`src/rtl/regport_pkg.sv`:
```
package regport_pkg;
  localparam int CHANS  = 2;
  localparam int BYTE_W = 8;
  localparam int REGS   = 16;
  localparam int PEND_W = 6;
  localparam int IDX_W  = $clog2(REGS);
  localparam int CH_W   = $clog2(CHANS);

  localparam logic [CH_W-1:0]  CH_A      = '0;
  localparam logic [IDX_W-1:0] IDX_STAT  = 4'd0;
  localparam logic [IDX_W-1:0] IDX_SPEC  = 4'd1;
  localparam logic [IDX_W-1:0] IDX_VEC   = 4'd2;
  localparam logic [IDX_W-1:0] IDX_PEND  = 4'd3;
  localparam logic [IDX_W-1:0] IDX_DATA  = 4'd8;
  localparam logic [IDX_W-1:0] IDX_MCTL  = 4'd9;
  localparam logic [IDX_W-1:0] IDX_LOOP  = 4'd10;
  localparam logic [IDX_W-1:0] IDX_TCLO  = 4'd12;
  localparam logic [IDX_W-1:0] IDX_TCHI  = 4'd13;
  localparam logic [IDX_W-1:0] IDX_IEN   = 4'd15;
  localparam logic [2:0]       CODE_HIGH = 3'b001;
  localparam logic [BYTE_W-1:0] IEN_MASK = 8'hFA;

  typedef struct packed {
    logic             wr;
    logic             rd;
    logic [CH_W-1:0]  chan;
    logic [IDX_W-1:0] idx;
  } accStrobe_t;
endpackage

```
`src/rtl/regport_ctrl.sv`:
```
module regport_ctrl
  import regport_pkg::*;
(
  input  logic            clk,
  input  logic            rstN,
  input  logic [CH_W-1:0] hostChan,
  input  logic            hostData,
  input  logic            hostWr,
  input  logic            hostRd,
  input  logic [5:0]      cmdBits,
  output accStrobe_t      acc
);
  logic [CHANS-1:0] armedQ;
  logic [IDX_W-1:0] ptrQ [CHANS];
  logic [IDX_W-1:0] ptrNext;
  logic             cmdAcc;
  logic             rdOnly;

  assign cmdAcc  = (hostWr | hostRd) & ~hostData;
  assign rdOnly  = hostRd & ~hostWr;
  assign ptrNext = {cmdBits[5:3] == CODE_HIGH, cmdBits[2:0]};

  always_comb begin
    acc.wr   = hostWr;
    acc.rd   = rdOnly;
    acc.chan = hostChan;
    if (hostData)                acc.idx = IDX_DATA;
    else if (armedQ[hostChan])   acc.idx = ptrQ[hostChan];
    else                         acc.idx = IDX_STAT;
  end

  for (genvar ch = 0; ch < CHANS; ch++) begin : g_ptr
    logic hit;
    assign hit = cmdAcc && (hostChan == CH_W'(ch));

    always_ff @(posedge clk) begin
      if (!rstN) begin
        armedQ[ch] <= 1'b0;
        ptrQ[ch]   <= '0;
      end else if (hit) begin
        if (armedQ[ch]) begin
          armedQ[ch] <= 1'b0;
          ptrQ[ch]   <= '0;
        end else if (hostWr) begin
          ptrQ[ch]   <= ptrNext;
          armedQ[ch] <= (ptrNext != '0);
        end
      end
    end


    ptr_load_chk: assert property (@(posedge clk) disable iff (!rstN)
      (hit && hostWr && !armedQ[ch] && cmdBits[2:0] != 3'b000)
      |=> (armedQ[ch] && ptrQ[ch][2:0] == $past(cmdBits[2:0])));


    ptr_clear_chk: assert property (@(posedge clk) disable iff (!rstN)
      (hit && armedQ[ch]) |=> !armedQ[ch]);


    rd_idle_chk: assert property (@(posedge clk) disable iff (!rstN)
      (hit && !hostWr) |=> !armedQ[ch]);
  end


  data_keep_chk: assert property (@(posedge clk) disable iff (!rstN)
    (hostData && (hostWr || hostRd)) |=> $stable(armedQ));
endmodule

```
`src/rtl/regport_dp.sv`:
```
module regport_dp
  import regport_pkg::*;
(
  input  logic                         clk,
  input  logic                         rstN,
  input  accStrobe_t                   acc,
  input  logic [BYTE_W-1:0]            hostWdata,
  input  logic [CHANS*BYTE_W-1:0]      statusIn,
  input  logic [CHANS*BYTE_W-1:0]      specialIn,
  input  logic [CHANS*BYTE_W-1:0]      loopStatIn,
  input  logic [CHANS*BYTE_W-1:0]      rxByteIn,
  input  logic [PEND_W-1:0]            pendIn,
  output logic [BYTE_W-1:0]            hostRdata,
  output logic [CHANS-1:0]             rxPop,
  output logic [CHANS-1:0]             txLoad,
  output logic [CHANS*REGS*BYTE_W-1:0] regFile
);
  logic [BYTE_W-1:0] vecQ, mctlQ;
  logic [BYTE_W-1:0] ownSlot;
  int                chIdx;

  always_ff @(posedge clk) begin
    if (!rstN) begin
      vecQ  <= '0;
      mctlQ <= '0;
    end else if (acc.wr) begin
      if (acc.idx == IDX_VEC)  vecQ  <= hostWdata;
      if (acc.idx == IDX_MCTL) mctlQ <= hostWdata;
    end
  end

  for (genvar ch = 0; ch < CHANS; ch++) begin : g_chan
    for (genvar r = 0; r < REGS; r++) begin : g_slot
      localparam int BASE = (ch * REGS + r) * BYTE_W;
      if (r == int'(IDX_VEC)) begin : g_vec
        assign regFile[BASE +: BYTE_W] = vecQ;
      end else if (r == int'(IDX_MCTL)) begin : g_mctl
        assign regFile[BASE +: BYTE_W] = mctlQ;
      end else begin : g_own
        logic [BYTE_W-1:0] q;
        always_ff @(posedge clk) begin
          if (!rstN) q <= '0;
          else if (acc.wr && acc.chan == CH_W'(ch) && acc.idx == IDX_W'(r))
            q <= hostWdata;
        end
        assign regFile[BASE +: BYTE_W] = q;
      end
    end

    always_ff @(posedge clk) begin
      if (!rstN) txLoad[ch] <= 1'b0;
      else       txLoad[ch] <= acc.wr && acc.chan == CH_W'(ch) && acc.idx == IDX_DATA;
    end

    assign rxPop[ch] = acc.rd && acc.chan == CH_W'(ch) && acc.idx == IDX_DATA;
  end

  assign chIdx   = int'(acc.chan);
  assign ownSlot = regFile[(chIdx * REGS + int'(acc.idx)) * BYTE_W +: BYTE_W];

  always_comb begin
    hostRdata = '0;
    if (acc.rd) begin
      case (acc.idx)
        IDX_STAT: hostRdata = statusIn[chIdx*BYTE_W +: BYTE_W];
        IDX_SPEC: hostRdata = specialIn[chIdx*BYTE_W +: BYTE_W];
        IDX_VEC:  hostRdata = vecQ;
        IDX_PEND: hostRdata = (acc.chan == CH_A) ? BYTE_W'(pendIn) : '0;
        IDX_DATA: hostRdata = rxByteIn[chIdx*BYTE_W +: BYTE_W];
        IDX_LOOP: hostRdata = loopStatIn[chIdx*BYTE_W +: BYTE_W];
        IDX_TCLO, IDX_TCHI: hostRdata = ownSlot;
        IDX_IEN:  hostRdata = ownSlot & IEN_MASK;
        default:  hostRdata = '0;
      endcase
    end
  end


  rr3_chanb_chk: assert property (@(posedge clk) disable iff (!rstN)
    (acc.rd && acc.chan != CH_A && acc.idx == IDX_PEND) |-> hostRdata == '0);


  ien_mask_chk: assert property (@(posedge clk) disable iff (!rstN)
    (acc.rd && acc.idx == IDX_IEN) |-> (!hostRdata[0] && !hostRdata[2]));


  txload_chk: assert property (@(posedge clk) disable iff (!rstN)
    (acc.wr && acc.idx == IDX_DATA) |=> $onehot(txLoad));


  shared_chk: assert property (@(posedge clk) disable iff (!rstN)
    (acc.wr && acc.idx == IDX_VEC)
    |=> (regFile[IDX_VEC*BYTE_W +: BYTE_W] == $past(hostWdata)
         && regFile[(REGS + IDX_VEC)*BYTE_W +: BYTE_W] == $past(hostWdata)));
endmodule

```
`src/rtl/dual_chan_regport.sv`:
```
module dual_chan_regport
  import regport_pkg::*;
(
  input  logic                         clk,
  input  logic                         rstN,
  input  logic                         hostChan,
  input  logic                         hostData,
  input  logic                         hostWr,
  input  logic                         hostRd,
  input  logic [7:0]                   hostWdata,
  output logic [7:0]                   hostRdata,
  input  logic [15:0]                  statusIn,
  input  logic [15:0]                  specialIn,
  input  logic [15:0]                  loopStatIn,
  input  logic [15:0]                  rxByteIn,
  input  logic [5:0]                   pendIn,
  output logic [1:0]                   rxPop,
  output logic [1:0]                   txLoad,
  output logic [255:0]                 regFile
);
  accStrobe_t acc;

  regport_ctrl i_ctrl (
    .clk      (clk),
    .rstN     (rstN),
    .hostChan (hostChan),
    .hostData (hostData),
    .hostWr   (hostWr),
    .hostRd   (hostRd),
    .cmdBits  (hostWdata[5:0]),
    .acc      (acc)
  );

  regport_dp i_dp (
    .clk        (clk),
    .rstN       (rstN),
    .acc        (acc),
    .hostWdata  (hostWdata),
    .statusIn   (statusIn),
    .specialIn  (specialIn),
    .loopStatIn (loopStatIn),
    .rxByteIn   (rxByteIn),
    .pendIn     (pendIn),
    .hostRdata  (hostRdata),
    .rxPop      (rxPop),
    .txLoad     (txLoad),
    .regFile    (regFile)
  );
endmodule

```
`config.mk`:
```
export PLATFORM = sky130hd
export DESIGN_NAME = dual_chan_regport
export DESIGN_NICKNAME = d
export VERILOG_FILES = /design/src/rtl/regport_pkg.sv /design/src/rtl/regport_ctrl.sv /design/src/rtl/regport_dp.sv /design/src/rtl/dual_chan_regport.sv
export SDC_FILE = /design/constraint.sdc
export NUM_CORES = 1
export LEC_CHECK = 0
export ABC_AREA = 1
export BUFFER_PORTS_ARGS = -buffer_cell sky130_fd_sc_hd__buf_2
export CAP_MARGIN = 30
export CORE_ASPECT_RATIO = 1.2
export CORE_UTILIZATION = 33
export CTS_CLUSTER_SIZE = 12
export DETAILED_ROUTE_END_ITERATION = 12
export GPL_ROUTABILITY_DRIVEN = 1
export REMOVE_ABC_BUFFERS = 1
export SLEW_MARGIN = 10
export SYNTH_ARGS = -nofsm -noshare
export SYNTH_HDL_FRONTEND = slang
export SYNTH_SLANG_ARGS = --single-unit
export TNS_END_PERCENT = 1
```
`constraint.sdc`:
```
create_clock -name clk -period 4.1 [get_ports clk]
set_clock_uncertainty 0.1 [all_clocks]
set_input_delay 0.615 -clock clk [delete_from_list [all_inputs] [get_ports clk]]
set_output_delay 0.615 -clock clk [all_outputs]
set_load 0.05 [all_outputs]
```
==> impl_table.tex <==
\begin{tabular}{lr}
\hline
Metric & Value \\
\hline
\multicolumn{2}{l}{\textbf{Layout}} \\
\quad P\&R area growth vs syn & 23.4\% \\
\quad Core occupancy in the finished layout & 41.3\% \\
\quad Final nets & 2,484 \\
\quad Layout cells sized above 1 & 19.8\% \\
\quad Antenna diode instance count & 0 \\
\multicolumn{2}{l}{\textbf{Worst setup path}} \\
\quad Endpoint of the worst register-to-register path & i\_dp.g\_chan[0].g\_slot[10].g\_own.q[7] \\
\quad Delay of the slowest critical-path stage & 290 ps \\
\quad CP required & 3380 ps \\
\quad Capturing element type of the critical path & output port \\
\quad Crit Reg-Reg Startpoint & i\_ctrl.armedQ[1] \\
\quad Largest fanout on the critical path & 63 \\
\quad Arrival time at the worst endpoint & 3250 ps \\
\quad Worst setup path category & input pin to output port \\
\quad Launching element type of the critical path & input pin \\
\quad Cell at the slowest stage of the critical path & sky130\_fd\_sc\_hd\_\_nor2\_1 \\
\quad R2R cell count & 13 \\
\quad Minimum setup slack among reg-to-reg paths & 1300 ps \\
\quad Ordered list of cells on the worst path & buf\_2, buf\_4, nand2\_2, nand2\_2, nand3\_4, buf\_12, nand2\_1, o21ai\_0, nand2\_1, nand2\_1, nand2\_1, nand2\_1, nor2\_1, nor2\_1, nor2\_1, nor2\_1, nor2\_1, buf\_2 \\
\multicolumn{2}{l}{\textbf{Detailed routing}} \\
\quad WL final & 55.6 mm \\
\quad DRT iter0 DRCs & 1,237 \\
\quad Vias/cell & 5.00 \\
\quad Routed length per placed instance & 18.8 um \\
\quad Detailed-route DRC error count & 0 \\
\quad Detailed-route via count & 14.8k \\
\quad Initial DRT Pass Iterations & 6 \\
\quad Antenna violation net count after detailed routing & 0 \\
\multicolumn{2}{l}{\textbf{STA}} \\
\quad Portion of the clock cycle consumed by the worst path in the final layout & 96.7\% \\
\quad Final hold violation count & 0 \\
\quad Max Transition Viols Final & 0 \\
\quad Total negative slack for setup checks & 0 ps \\
\quad Worst-Margin Slew & 940 ps \\
\quad Highest clock frequency the design can meet & 252 MHz \\
\quad Setup repair after global routing missed its margin & true \\
\quad Post-route worst setup slack & 137 ps \\
\quad Max transition margin & 37.3\% \\
\quad Final Critical Period & 3960 ps \\
\quad Worst-case hold slack & 316 ps \\
\quad Final count of negative-setup-slack endpoints & 0 \\
\multicolumn{2}{l}{\textbf{Pwr}} \\
\quad Power after layout & 5.84 mW \\
\quad Leakage Power & 8.07 nW \\
\quad Max VDD drop & 0.307 mV \\
\quad Power density over the cells & 355 nW/um2 \\
\multicolumn{2}{l}{\textbf{Clock network}} \\
\quad Sinks on Clock Net & 252 \\
\quad TritonCTS clock tree & built \\
\quad Maximum level of the CTS H-tree & 1 \\
\quad Latest clock arrival within the worst-skew pair & 550 ps \\
\quad Clock root buffer & sky130\_fd\_sc\_hd\_\_clkbuf\_16 \\
\quad Number of buffers inserted during clock tree synthesis & 29 \\
\quad Reg clk slew, reported paths & 60 ps \\
\quad Longest Clk Path Bufs & 3 \\
\quad Quantity of hold-fixing buffers added after cts & 0 \\
\multicolumn{2}{l}{\textbf{Global route}} \\
\quad Grt total ovfl & 0 \\
\quad Number of antenna violations at the first check in global routing & 0 \\
\quad Pin count of the biggest net entering global routing & 138 \\
\quad Global-route wire length before repair & 81.8 mm \\
\quad GRT Total Usage & 26.1\% \\
\quad Number of global-route vias before repair & 13.5k \\
\multicolumn{2}{l}{\textbf{Die}} \\
\quad Width of the die & 185 um \\
\quad Count of boundary I/O pins & 352 \\
\quad Initial core utilization & 33.5\% \\
\quad Height of the die & 222 um \\
\quad Die ar. & 41,200 um2 \\
\quad Row count & 80 \\
\quad Area of the core & 39,800 um2 \\
\multicolumn{2}{l}{\textbf{Worst hold path}} \\
\quad Capture endpoint of the worst hold path & i\_dp.vecQ[6] \\
\quad Path class of the lowest-slack min-delay path & input pin to flip-flop \\
\quad Hold Path Cell Cnt & 3 \\
\quad Hold path start & hostWr \\
\multicolumn{2}{l}{\textbf{Logic synthesis}} \\
\quad Seq cells post-synth & 252 \\
\quad Post-Syn Area per Cell & 6.27 um2 \\
\quad Mapped Cells & 2,127 \\
\quad Netlist Area Pre-Place & 13,300 um2 \\
\quad Share of synthesized area occupied by flip-flops and latches & 38.4\% \\
\quad Count of warnings emitted by yosys & 0 \\
\quad Share of the synthesized area in the top cell type & 36.6\% \\
\quad Cell type with the largest total area after synthesis & sky130\_fd\_sc\_hd\_\_dfxtp\_1 \\
\quad Ranking of synthesized cells by area & sky130\_fd\_sc\_hd\_\_dfxtp\_1 37\%, sky130\_fd\_sc\_hd\_\_nand2\_1 18\%, sky130\_fd\_sc\_hd\_\_o21ai\_0 9.3\% \\
\quad Number of distinct standard cells referenced by the synthesized netlist & 28 \\
\multicolumn{2}{l}{\textbf{Run}} \\
\quad Max-Cap Viols & 0 \\
\multicolumn{2}{l}{\textbf{Placement}} \\
\quad Global placement routability congestion & 0.935 \\
\quad Placement-stage worst setup slack & 29.4 ps \\
\quad HPWL after DPL & 40.0 mm \\
\quad PortBufs & 351 \\
\multicolumn{2}{l}{\textbf{Outcome}} \\
\quad Result of the run & finished clean \\
\hline
\end{tabular}
## metrics by stage
step / std cells / cell area [um2]
2_1_floorplan: 1971 / 12600
3_3_place_gp: 2899 / 15400
3_5_place_dp: 2899 / 15400
4_1_cts: 2952 / 16400
5_1_grt: 2955 / 16400
6_report: 2955 / 16400
## state kept, by name (all words and copies together) (netlist names)
signal	cells
i_ctrl.ptrQ	8
i_dp.mctlQ	8
i_dp.g_chan.g_slot.g_own.q	224
i_ctrl.armedQ	2
i_dp.txLoad	2
i_dp.vecQ	8
## power by group
group	internal [mW]	switching, mW	leakage [nW]
registers	2.49	0.0179	2.05
clock network	1.60	1.06	0.477
logic	0.181	0.496	5.55
## worst max-delay path by stage
| stage | end | cells past startpoint | startpoint | slack [ps] |
|---|---|---|---|---|
| 2_1_floorplan | hostRdata[1] | 15 | hostChan | -690 |
| 3_3_place_gp | hostRdata[5] | 17 | hostChan | 80 |
| 3_5_place_dp | hostRdata[5] | 17 | hostChan | 30 |
| 4_1_cts | hostRdata[5] | 17 | hostChan | 40 |
| 5_1_grt | hostRdata[5] | 18 | hostChan | -20 |
| 6_report | hostRdata[5] | 18 | hostChan | 140 |
## synthesized netlist by cell type
library cell,n
sky130_fd_sc_hd__nor4_1,1
sky130_fd_sc_hd__nand4_1,22
sky130_fd_sc_hd__a21oi_1,234
sky130_fd_sc_hd__nand3_4,1
sky130_fd_sc_hd__nand3_2,2
sky130_fd_sc_hd__nand2_1,643
sky130_fd_sc_hd__o22ai_1,1
sky130_fd_sc_hd__o21ai_0,248
sky130_fd_sc_hd__nand2_4,1
sky130_fd_sc_hd__buf_4,24
sky130_fd_sc_hd__nand3_1,121
sky130_fd_sc_hd__dfxtp_1,244
sky130_fd_sc_hd__inv_1,283
sky130_fd_sc_hd__clkinv_1,3
sky130_fd_sc_hd__o21ai_1,29
sky130_fd_sc_hd__inv_2,7
sky130_fd_sc_hd__buf_6,1
sky130_fd_sc_hd__nor3_1,4
sky130_fd_sc_hd__o21ai_4,1
sky130_fd_sc_hd__edfxtp_1,8
sky130_fd_sc_hd__clkbuf_1,65
sky130_fd_sc_hd__buf_1,12
sky130_fd_sc_hd__nor2_1,94
sky130_fd_sc_hd__o32ai_1,2
sky130_fd_sc_hd__buf_2,54
sky130_fd_sc_hd__nor2_4,7
sky130_fd_sc_hd__nand2_2,6
sky130_fd_sc_hd__nor2_2,9
## routing by layer
layer | up-vias | wire length [um] | global-route usage (%)
li1 | 7239 | - | -
met1 | 6841 | 23700 | 34.9
met2 | 603 | 26500 | 43.5
met3 | 91 | 3720 | 2.73
met4 | 0 | 1690 | 8.56
met5 | - | 0 | 0
## worst max-delay path: cells and delay by family
kind	cells	cell delay (ps)
and+or+nand+nor	13	1550
buffers and inverters	4	920
AOI/OAI and AO/OA	1	110
## kinds of logic (layout without fill, tap and decap cells)
kind of cell | Yosys count | count (layout) | synth area share (%)
compound gates | 515 | 515 | 19.5
buf+inv | 449 | 744 | 13.9
flops | 252 | 252 | 38.4
simple gates | 911 | 911 | 28.2
## final cells by class
| cell class | instances | area (um2) |
|---|---|---|
| Clock buffer | 43 | 838 |
| Sequential cell | 252 | 5120 |
| Tap cell | 533 | 667 |
| Fill cell | 4437 | 23400 |
| Clock inverter | 10 | 131 |
| Timing Repair Buffer | 398 | 2200 |
| Inverter | 293 | 1100 |
| Multi-Input combinational cell | 1426 | 6380 |
## timing repair
item,4_1_cts,5_1_grt
buffers inserted,0,3
setup endpoints to repair,0,8
gates resized for setup,0,8
## placed cells by master, fill, tap and decap left out, drive strengths merged
cell / instances
a21oi: 234
buf: 398
bufinv: 3
clkbuf: 43
clkinv: 8
clkinvlp: 1
dfxtp: 244
edfxtp: 8
inv: 291
nand2: 650
nand3: 124
nand4: 22
nor2: 110
nor3: 4
nor4: 1
o21ai: 278
o22ai: 1
o32ai: 2
Note: power is estimated with default switching activity, not from simulation.
